<file path="src/rtl/hbs_pkg.sv">
package hbs_pkg;
  typedef enum logic [2:0] {
    PH_IDLE    = 3'd0,
    PH_RAMP    = 3'd1,
    PH_DEAD_LO = 3'd2,
    PH_LO_ON   = 3'd3,
    PH_DEAD_HI = 3'd4,
    PH_HI_ON   = 3'd5
  } phase_t;
endpackage

</file>
<file path="src/rtl/hbs_uvlo.sv">
module hbs_uvlo #(
  parameter int SUPW      = 8,
  parameter int ON_LEVEL  = 110,
  parameter int OFF_LEVEL = 90
) (
  input  logic            clk,
  input  logic            rst_n,
  input  logic [SUPW-1:0] supply_code,
  output logic            power_good
);
  localparam logic [SUPW-1:0] OnLv  = SUPW'(ON_LEVEL);
  localparam logic [SUPW-1:0] OffLv = SUPW'(OFF_LEVEL);

  // Hysteresis: only a strict crossing of the active threshold changes state.
  always_ff @(posedge clk or negedge rst_n) begin
    if (!rst_n)
      power_good <= 1'b0;
    else if (!power_good && (supply_code > OnLv))
      power_good <= 1'b1;
    else if (power_good && (supply_code < OffLv))
      power_good <= 1'b0;
  end
endmodule

</file>
<file path="src/rtl/hbs_cfg.sv">
module hbs_cfg #(
  parameter int CW = 12
) (
  input  logic          clk,
  input  logic          rst_n,
  input  logic          load,
  input  logic [CW-1:0] hp_in,
  input  logic [CW-1:0] dt_in,
  output logic [CW-1:0] ramp_len,
  output logic [CW-1:0] on_len,
  output logic [CW-1:0] dead_len
);
  localparam logic [CW-1:0] HpMin = CW'(2);

  logic [CW-1:0] hp_r, dt_r;
  logic [CW-1:0] hp_c, dt_c;

  // Clamp the requested values before they are captured.
  always_comb begin
    hp_c = (hp_in < HpMin) ? HpMin : hp_in;
    if (dt_in == '0)
      dt_c = CW'(1);
    else if (dt_in >= hp_c)
      dt_c = hp_c - CW'(1);
    else
      dt_c = dt_in;
  end

  always_ff @(posedge clk or negedge rst_n) begin
    if (!rst_n) begin
      hp_r <= HpMin;
      dt_r <= CW'(1);
    end else if (load) begin
      hp_r <= hp_c;
      dt_r <= dt_c;
    end
  end

  assign ramp_len = hp_r >> 1;
  assign on_len   = hp_r - dt_r;
  assign dead_len = dt_r;
endmodule

</file>
<file path="src/rtl/hbs_phase.sv">
module hbs_phase
  import hbs_pkg::*;
#(
  parameter int CW = 12
) (
  input  logic          clk,
  input  logic          rst_n,
  input  logic          run,
  input  logic [CW-1:0] ramp_len,
  input  logic [CW-1:0] on_len,
  input  logic [CW-1:0] dead_len,
  output phase_t        phase
);
  logic [CW-1:0] cnt;
  phase_t        nxt_phase;
  logic [CW-1:0] nxt_len;

  always_comb begin
    unique case (phase)
      PH_RAMP:    nxt_phase = PH_DEAD_LO;
      PH_DEAD_LO: nxt_phase = PH_LO_ON;
      PH_LO_ON:   nxt_phase = PH_DEAD_HI;
      PH_DEAD_HI: nxt_phase = PH_HI_ON;
      PH_HI_ON:   nxt_phase = PH_DEAD_LO;
      default:    nxt_phase = PH_RAMP;
    endcase
    unique case (nxt_phase)
      PH_LO_ON, PH_HI_ON:     nxt_len = on_len;
      PH_DEAD_LO, PH_DEAD_HI: nxt_len = dead_len;
      default:                nxt_len = ramp_len;
    endcase
  end

  always_ff @(posedge clk or negedge rst_n) begin
    if (!rst_n) begin
      phase <= PH_IDLE;
      cnt   <= '0;
    end else if (!run) begin
      phase <= PH_IDLE;
      cnt   <= '0;
    end else if (phase == PH_IDLE || cnt == '0) begin
      phase <= nxt_phase;
      cnt   <= nxt_len - CW'(1);
    end else begin
      cnt <= cnt - CW'(1);
    end
  end
endmodule

</file>
<file path="src/rtl/hb_sequencer.sv">
module hb_sequencer
  import hbs_pkg::*;
#(
  parameter int SUPW      = 8,
  parameter int CW        = 12,
  parameter int ON_LEVEL  = 110,
  parameter int OFF_LEVEL = 90
) (
  input  logic            clk,
  input  logic            rst_n,
  input  logic [SUPW-1:0] supply_code,
  input  logic            shutdown_req,
  input  logic [CW-1:0]   half_period,
  input  logic [CW-1:0]   dead_time,
  output logic            lo_gate,
  output logic            hi_gate,
  output logic            boot_en
);
  logic          pg_w;
  logic          run_w;
  logic          seq_idle;
  phase_t        phase_w;
  logic [CW-1:0] ramp_w, on_w, dead_w;

  hbs_uvlo #(.SUPW(SUPW), .ON_LEVEL(ON_LEVEL), .OFF_LEVEL(OFF_LEVEL)) u_uvlo (
    .clk(clk), .rst_n(rst_n), .supply_code(supply_code), .power_good(pg_w)
  );

  assign run_w    = pg_w && !shutdown_req;
  assign seq_idle = (phase_w == PH_IDLE);

  hbs_cfg #(.CW(CW)) u_cfg (
    .clk(clk), .rst_n(rst_n), .load(seq_idle),
    .hp_in(half_period), .dt_in(dead_time),
    .ramp_len(ramp_w), .on_len(on_w), .dead_len(dead_w)
  );

  hbs_phase #(.CW(CW)) u_phase (
    .clk(clk), .rst_n(rst_n), .run(run_w),
    .ramp_len(ramp_w), .on_len(on_w), .dead_len(dead_w),
    .phase(phase_w)
  );

  assign lo_gate = (phase_w == PH_LO_ON);
  assign hi_gate = (phase_w == PH_HI_ON);
  assign boot_en = (phase_w == PH_LO_ON);
endmodule

</file>
<file path="config.mk">
export PLATFORM = sky130hd
export DESIGN_NAME = hb_sequencer
export DESIGN_NICKNAME = d
export VERILOG_FILES = /design/src/rtl/hbs_pkg.sv /design/src/rtl/hbs_uvlo.sv /design/src/rtl/hbs_cfg.sv /design/src/rtl/hbs_phase.sv /design/src/rtl/hb_sequencer.sv
export SDC_FILE = /design/constraint.sdc
export NUM_CORES = 1
export LEC_CHECK = 0
export BUFFER_PORTS_ARGS = -buffer_cell sky130_fd_sc_hd__buf_2
export CAP_MARGIN = 20
export CORE_AREA = 2 2 95 74
export DETAILED_ROUTE_END_ITERATION = 8
export DIE_AREA = 0 0 97 76
export PLACE_DENSITY = 0.8
export SYNTH_ARGS = -nofsm -noshare
export SYNTH_HDL_FRONTEND = slang
export SYNTH_SLANG_ARGS = --single-unit
</file>
<file path="constraint.sdc">
create_clock -name clk -period 6.47 [get_ports clk]
set_input_delay 1.294 -clock clk [delete_from_list [all_inputs] [get_ports clk]]
set_output_delay 1.294 -clock clk [all_outputs]
set_load 0.02 [all_outputs]
</file>
Yosys cells after proc, flatten, opt, wreduce, memory -nomap -nowiden. Index checks and enable logic that the tools add are counted.

Bits in read-only memories: 0. Output and inout bits: 3. Input port bits: 35. Memory bits (writable): 0. Bits in latches: 0. Register bits: 40. Memories: 0.

Reduce and logical (&&, ||, !) cells: 13. Bitwise operators: 0. Div/mod/pow operators: 0. Shift operators: 0. Add/sub/neg operators: 4. Eq/ne operators: 10. $lt $le $gt $ge: 4. Multiplexer cells: 11. Multiply operators: 0.

Operator list (number): two-way mux 12 bit (5); subtractor 12 x 1 -> 12 bit, second input constant (3); zero test 12 bit (2); case mux 12 bit (2 select lines) (1); equality test 3 x 2 -> 1 bit, second input constant (4); equality test 3 bit, second input constant (4); >= comparator 12 bit (1); < comparator 12 x 2 -> 1 bit, second input constant (1); case mux 3 bit (4 select lines) (1); subtractor 12 bit (1); greater-than comparator 8 x 7 -> 1 bit, second input constant (1); < comparator 8 x 7 -> 1 bit, second input constant (1); two-way mux 3 bit (2); OR reduction 2 bit (3); equality test 3 x 1 -> 1 bit, second input constant (1); logical AND 1 bit (3); zero test 3 bit (1); zero test 1 bit (2); two-way mux 1 bit (2); != test 2 bit, second input constant (1); nonzero test 2 bit (1); logical OR 1 bit (1).

Longest topological paths before layout.
Depth in word-level cells: 9. Gate-level depth with buffers: 17. Gate-level depth less buffers: 16.

Modules after synthesis. A second synthesis with hierarchy kept.

Cells, all modules: 453. Area total of the unflattened synthesis: 3891.2 um^2.

Modules (own cells, without submodules): hbs_cfg (times used 1, area an instance 2093.3 um^2, cells each 234); hbs_phase (times used 1, area an instance 1697.9 um^2, cells each 207); hbs_uvlo (times used 1, area an instance 63.8 um^2, cells each 7); hb_sequencer (times used 1, area an instance 36.3 um^2, cells each 5).

Worst setup path before layout. Ideal clock, no wire load.

Path kind: input -> register. From: in half_period[6]. To: reg u_cfg.dt_r[10], in the netlist u_cfg.dead_len[10]. Setup time: 0.126 ns. Data required time: 6.344 ns. Path slack: 1.898 ns. Path buffers: 1. Arrival: 4.446 ns. Stages: 17. Cells stage by stage: or4_1 > nor3_1 > and3_1 > inv_1 > o21ai_0 > inv_1 > ha_1 > nand2b_1 > a21o_1 > a21o_1 > a21o_1 > a21oi_1 > o311ai_1 > a21oi_1 > buf_2 > nor3_1 > a221o_1.

Longest elaborated chain between the ends: 5. Elaborated cells on any way between the ends: 6.

RTL lines: start, declared (RTL line hb_sequencer.sv:13) `input logic [CW-1:0] half_period,`; < comparator 12 x 2 -> 1 bit * (RTL line hbs_cfg.sv:20) `hp_c = (hp_in < HpMin) ? HpMin : hp_in;`; two-way mux 12 bit * (RTL line hbs_cfg.sv:20); via u_cfg.hp_c[0] (RTL line hbs_cfg.sv:16) `logic [CW-1:0] hp_c, dt_c;`; subtractor 12 x 1 -> 12 bit / >= comparator 12 bit (equally long branches) (RTL line hbs_cfg.sv:24, hbs_cfg.sv:23); two-way mux 12 bit * (RTL line hbs_cfg.sv:23) `else if (dt_in >= hp_c)`; two-way mux 12 bit * (RTL line hbs_cfg.sv:21) `if (dt_in == '0)`; end signal, assigned (RTL line hbs_cfg.sv:35) `dt_r <= dt_c;`; end, declared (RTL line hbs_cfg.sv:15) `logic [CW-1:0] hp_r, dt_r;`.

Mark *: on every way through the listed nets, which the timed path passes. The rest lies on a longest branch. A chain may end at the register's enable or synchronous reset.

Final worst setup path.
From: in half_period[6]. To: reg u_cfg.dt_r[8], in the netlist u_cfg.dead_len[8].

The elaborated chain is that of the path after synthesis.

==> results.toml <==
[outcome]
outcome = "finished clean"

[global_routing]
grt_pass1_vias = 3147
grt_max_degree = 41
grt_pass1_wl_mm = 15.3
gr-usage-met2_pct = 40.3
met1_usage_pct = 35.7
antenna_found_initial = 0
grt_usage_pct = 25.3
grt_overflow = 0
met3_usage_pct = 4.50
gr-max-usage-layer = "met2"

[floorplanning]
ios = 38
core_area_um2 = 6540
die_w_um = 97
core.rowCount = 26
fp.dieH_um = 76
die-area_um2 = 7370
start_util_pct = 52.8

[cells_and_area]
nets = 502
fill_cells = 606
multi_input_area_um2 = 2250
ff_latch_area_um2 = 1000
final_common_cell = "nor2_1"
layout-drive-gt1-share_pct = 16.7
final_cell_mix = "44 x nor2_1, 38 x dfrtp_1, 37 x buf_2"
n_antenna_cell = 0
syn2layout_area_growth_pct = 9.00

[yosys]
yosys_warnings = 0
synth-edff-count = 0
yosysUniqueCellTypes = 69
avgSynthCellArea_um2 = 8.39
synth_seq_cells = 40
async_flop_share_pct = 100
ys_seq_area_share_pct = 29.1
postSynthCellCount = 411
synth_area_um2 = 3450
synth_flop_cell = "dfrtp_1"
syn-num-nets = 472

[timing]
grt_setup_unrepaired = "false"
drv_slew = 0
fin_hold_ws_ps = 493
setup_viol = 0
worst_slew_pin_slew_ps = 876
hold_violations = 0
fin_crit_ps = 4670
finClkSkew_ps = 7.42
fmax_mhz = 214
setup_tns_ps = 0
max-slew-margin-rel_pct = 41.6
period_share_pct = 72.2

[clocking]
cts_buffers = 5
ctsLongestPathBuffers = 2
h-tree-depth = 2
clkTransAtPathRegs_ps = 90
cts_tree = "built"
clock_latency_ps = 300
cts_hold_buf = 0
ctsResizeCount = 0
cts_sinks = 40
post_cts.repair.setup_buffers = 0
clock-root-buffer = "clkbuf_8"

[route]
routed-via-count = 3213
ant_nets = 0
wl_per_cell_um = 16.9
initialDrtViolationCount = 155
post_drt_via_cell_ratio = 6.11
drt_pre_antenna_iters = 7
drc = 0
totalWireLength_mm = 8.87

[placement]
hpwl_mm = 6.93
place_congestion = 0.946
numPortBuffers = 37

[hold_path]
holdCritPathClass = "reg -> reg"

[critical_path]
worstPathArrival_ps = 4910
critPathLaunchType = "input pin"
crit_path_end_kind = "flop"
crit_fanout = 15
worstSetupPathType = "in -> reg"
cp.required_ps = 6700

[power]
p_leak_uw = 0.00167
peakVddDrop_v = 0.000130
p_per_area_nw_per_um2 = 386

[flow_run]
maxCapViolations = 0
power by group:
| part | switching (µW) | internal (µW) |
|---|---|---|
| Clock | 96.7 | 76.4 |
| Combinational | 505 | 355 |
| Sequential | 91.7 | 325 |
kinds of logic after synthesis:
kind of cell | Yosys count | share of synthesized area, %
XOR/XNOR | 22 | 5.59
buffers and inverters | 44 | 5.77
adder cells (fa/ha/maj) | 26 | 9.65
AO/OA/AOI/OAI | 125 | 26.4
AND/OR/NAND/NOR | 145 | 20.8
multiplexers | 9 | 2.65
flip-flops | 40 | 29.1
per-layer routing:
layer | share of wire (%) | wire [µm]
met5 | 0 | 0
met4 | 1.3 | 119
met3 | 6.8 | 602
met2 | 45 | 4010
met1 | 47 | 4150
per-stage QoR:
stage	power, µW	cell area [µm²]	cells	setup slack [ps]	util, %
after floorplan	1080	3450	411	1900	-
after global placement	1230	3670	518	1720	56.1
after detailed placement	1270	3670	518	1560	56.1
after CTS	1440	3760	526	1880	57.5
after global routing	1580	3760	526	1560	57.5
final	1450	3760	526	1800	57.5
worst max-delay path, cell delays in order:
cell and delay, ps:
buf_2 120, or4_1 580, nor3_1 170, and3_1 240, inv_1 50, o21ai_0 270, inv_1 110, ha_1 280
nand2b_1 140, a21o_1 170, a21o_1 170, a21o_1 160, a21oi_1 210, o311ai_1 110, a21oi_1 140, buf_4 220
and2_1 260, a221o_1 180
state kept, by name, summed over array words and instances, names as in the netlist:
name / flops
u_phase.phase: 3
u_cfg.hp_r: 12
u_uvlo.power_good: 1
u_phase.cnt: 12
u_cfg.dead_len: 12
cell usage after synthesis (3+ instances only):
cell	instances	share of area, %
clkbuf_1	5	0.54
nand3b_1	3	0.65
a221o_1	7	2.0
xnor2_1	16	4.1
nand2_1	35	3.8
o211ai_2	4	1.5
nor3_1	15	2.2
nor2b_1	6	1.1
or3_1	9	1.6
o22ai_1	5	0.91
buf_2	7	1.0
dfrtp_1	38	28
nor4_1	6	1.1
inv_1	26	2.8
nand3_1	5	0.73
nor2_1	44	4.8
o21ai_0	31	4.5
o211ai_1	5	1.1
a21oi_1	24	3.5
mux2i_1	8	2.3
o21a_1	4	0.87
nand2b_1	5	0.91
ha_1	25	9.1
and3_1	3	0.54
a21o_1	6	1.3
xor2_1	6	1.5
a22oi_1	7	1.5
o21ai_1	3	0.44
worst paths after layout:
| path | startpoint | endpoint | slack, ps | cells past startpoint |
|---|---|---|---|---|
| max in group asynchronous | rst_n | u_cfg.hp_r[7] | 4810 | 1 |
| worst min-delay path | u_cfg.hp_r[0] | u_cfg.hp_r[0] | 490 | 2 |
| min in group asynchronous | rst_n | u_cfg.hp_r[3] | 1100 | 1 |
| worst max-delay path | half_period[6] | u_cfg.dead_len[8] | 1800 | 18 |
| worst min register to register | u_cfg.hp_r[0] | u_cfg.hp_r[0] | 490 | 2 |
| worst max register to register | u_cfg.dead_len[0] | u_phase.cnt[11] | 3000 | 12 |
area by class of cell:
class,instances,area share [%]
clock buffer,5,1.83
clock inverter,3,0.632
inverter,27,2.76
multi-input combinational,327,59.8
sequential,40,26.7
tap,84,2.80
timing repair buffer,40,5.52
No activity file was read; power rests on OpenSTA's default activity.
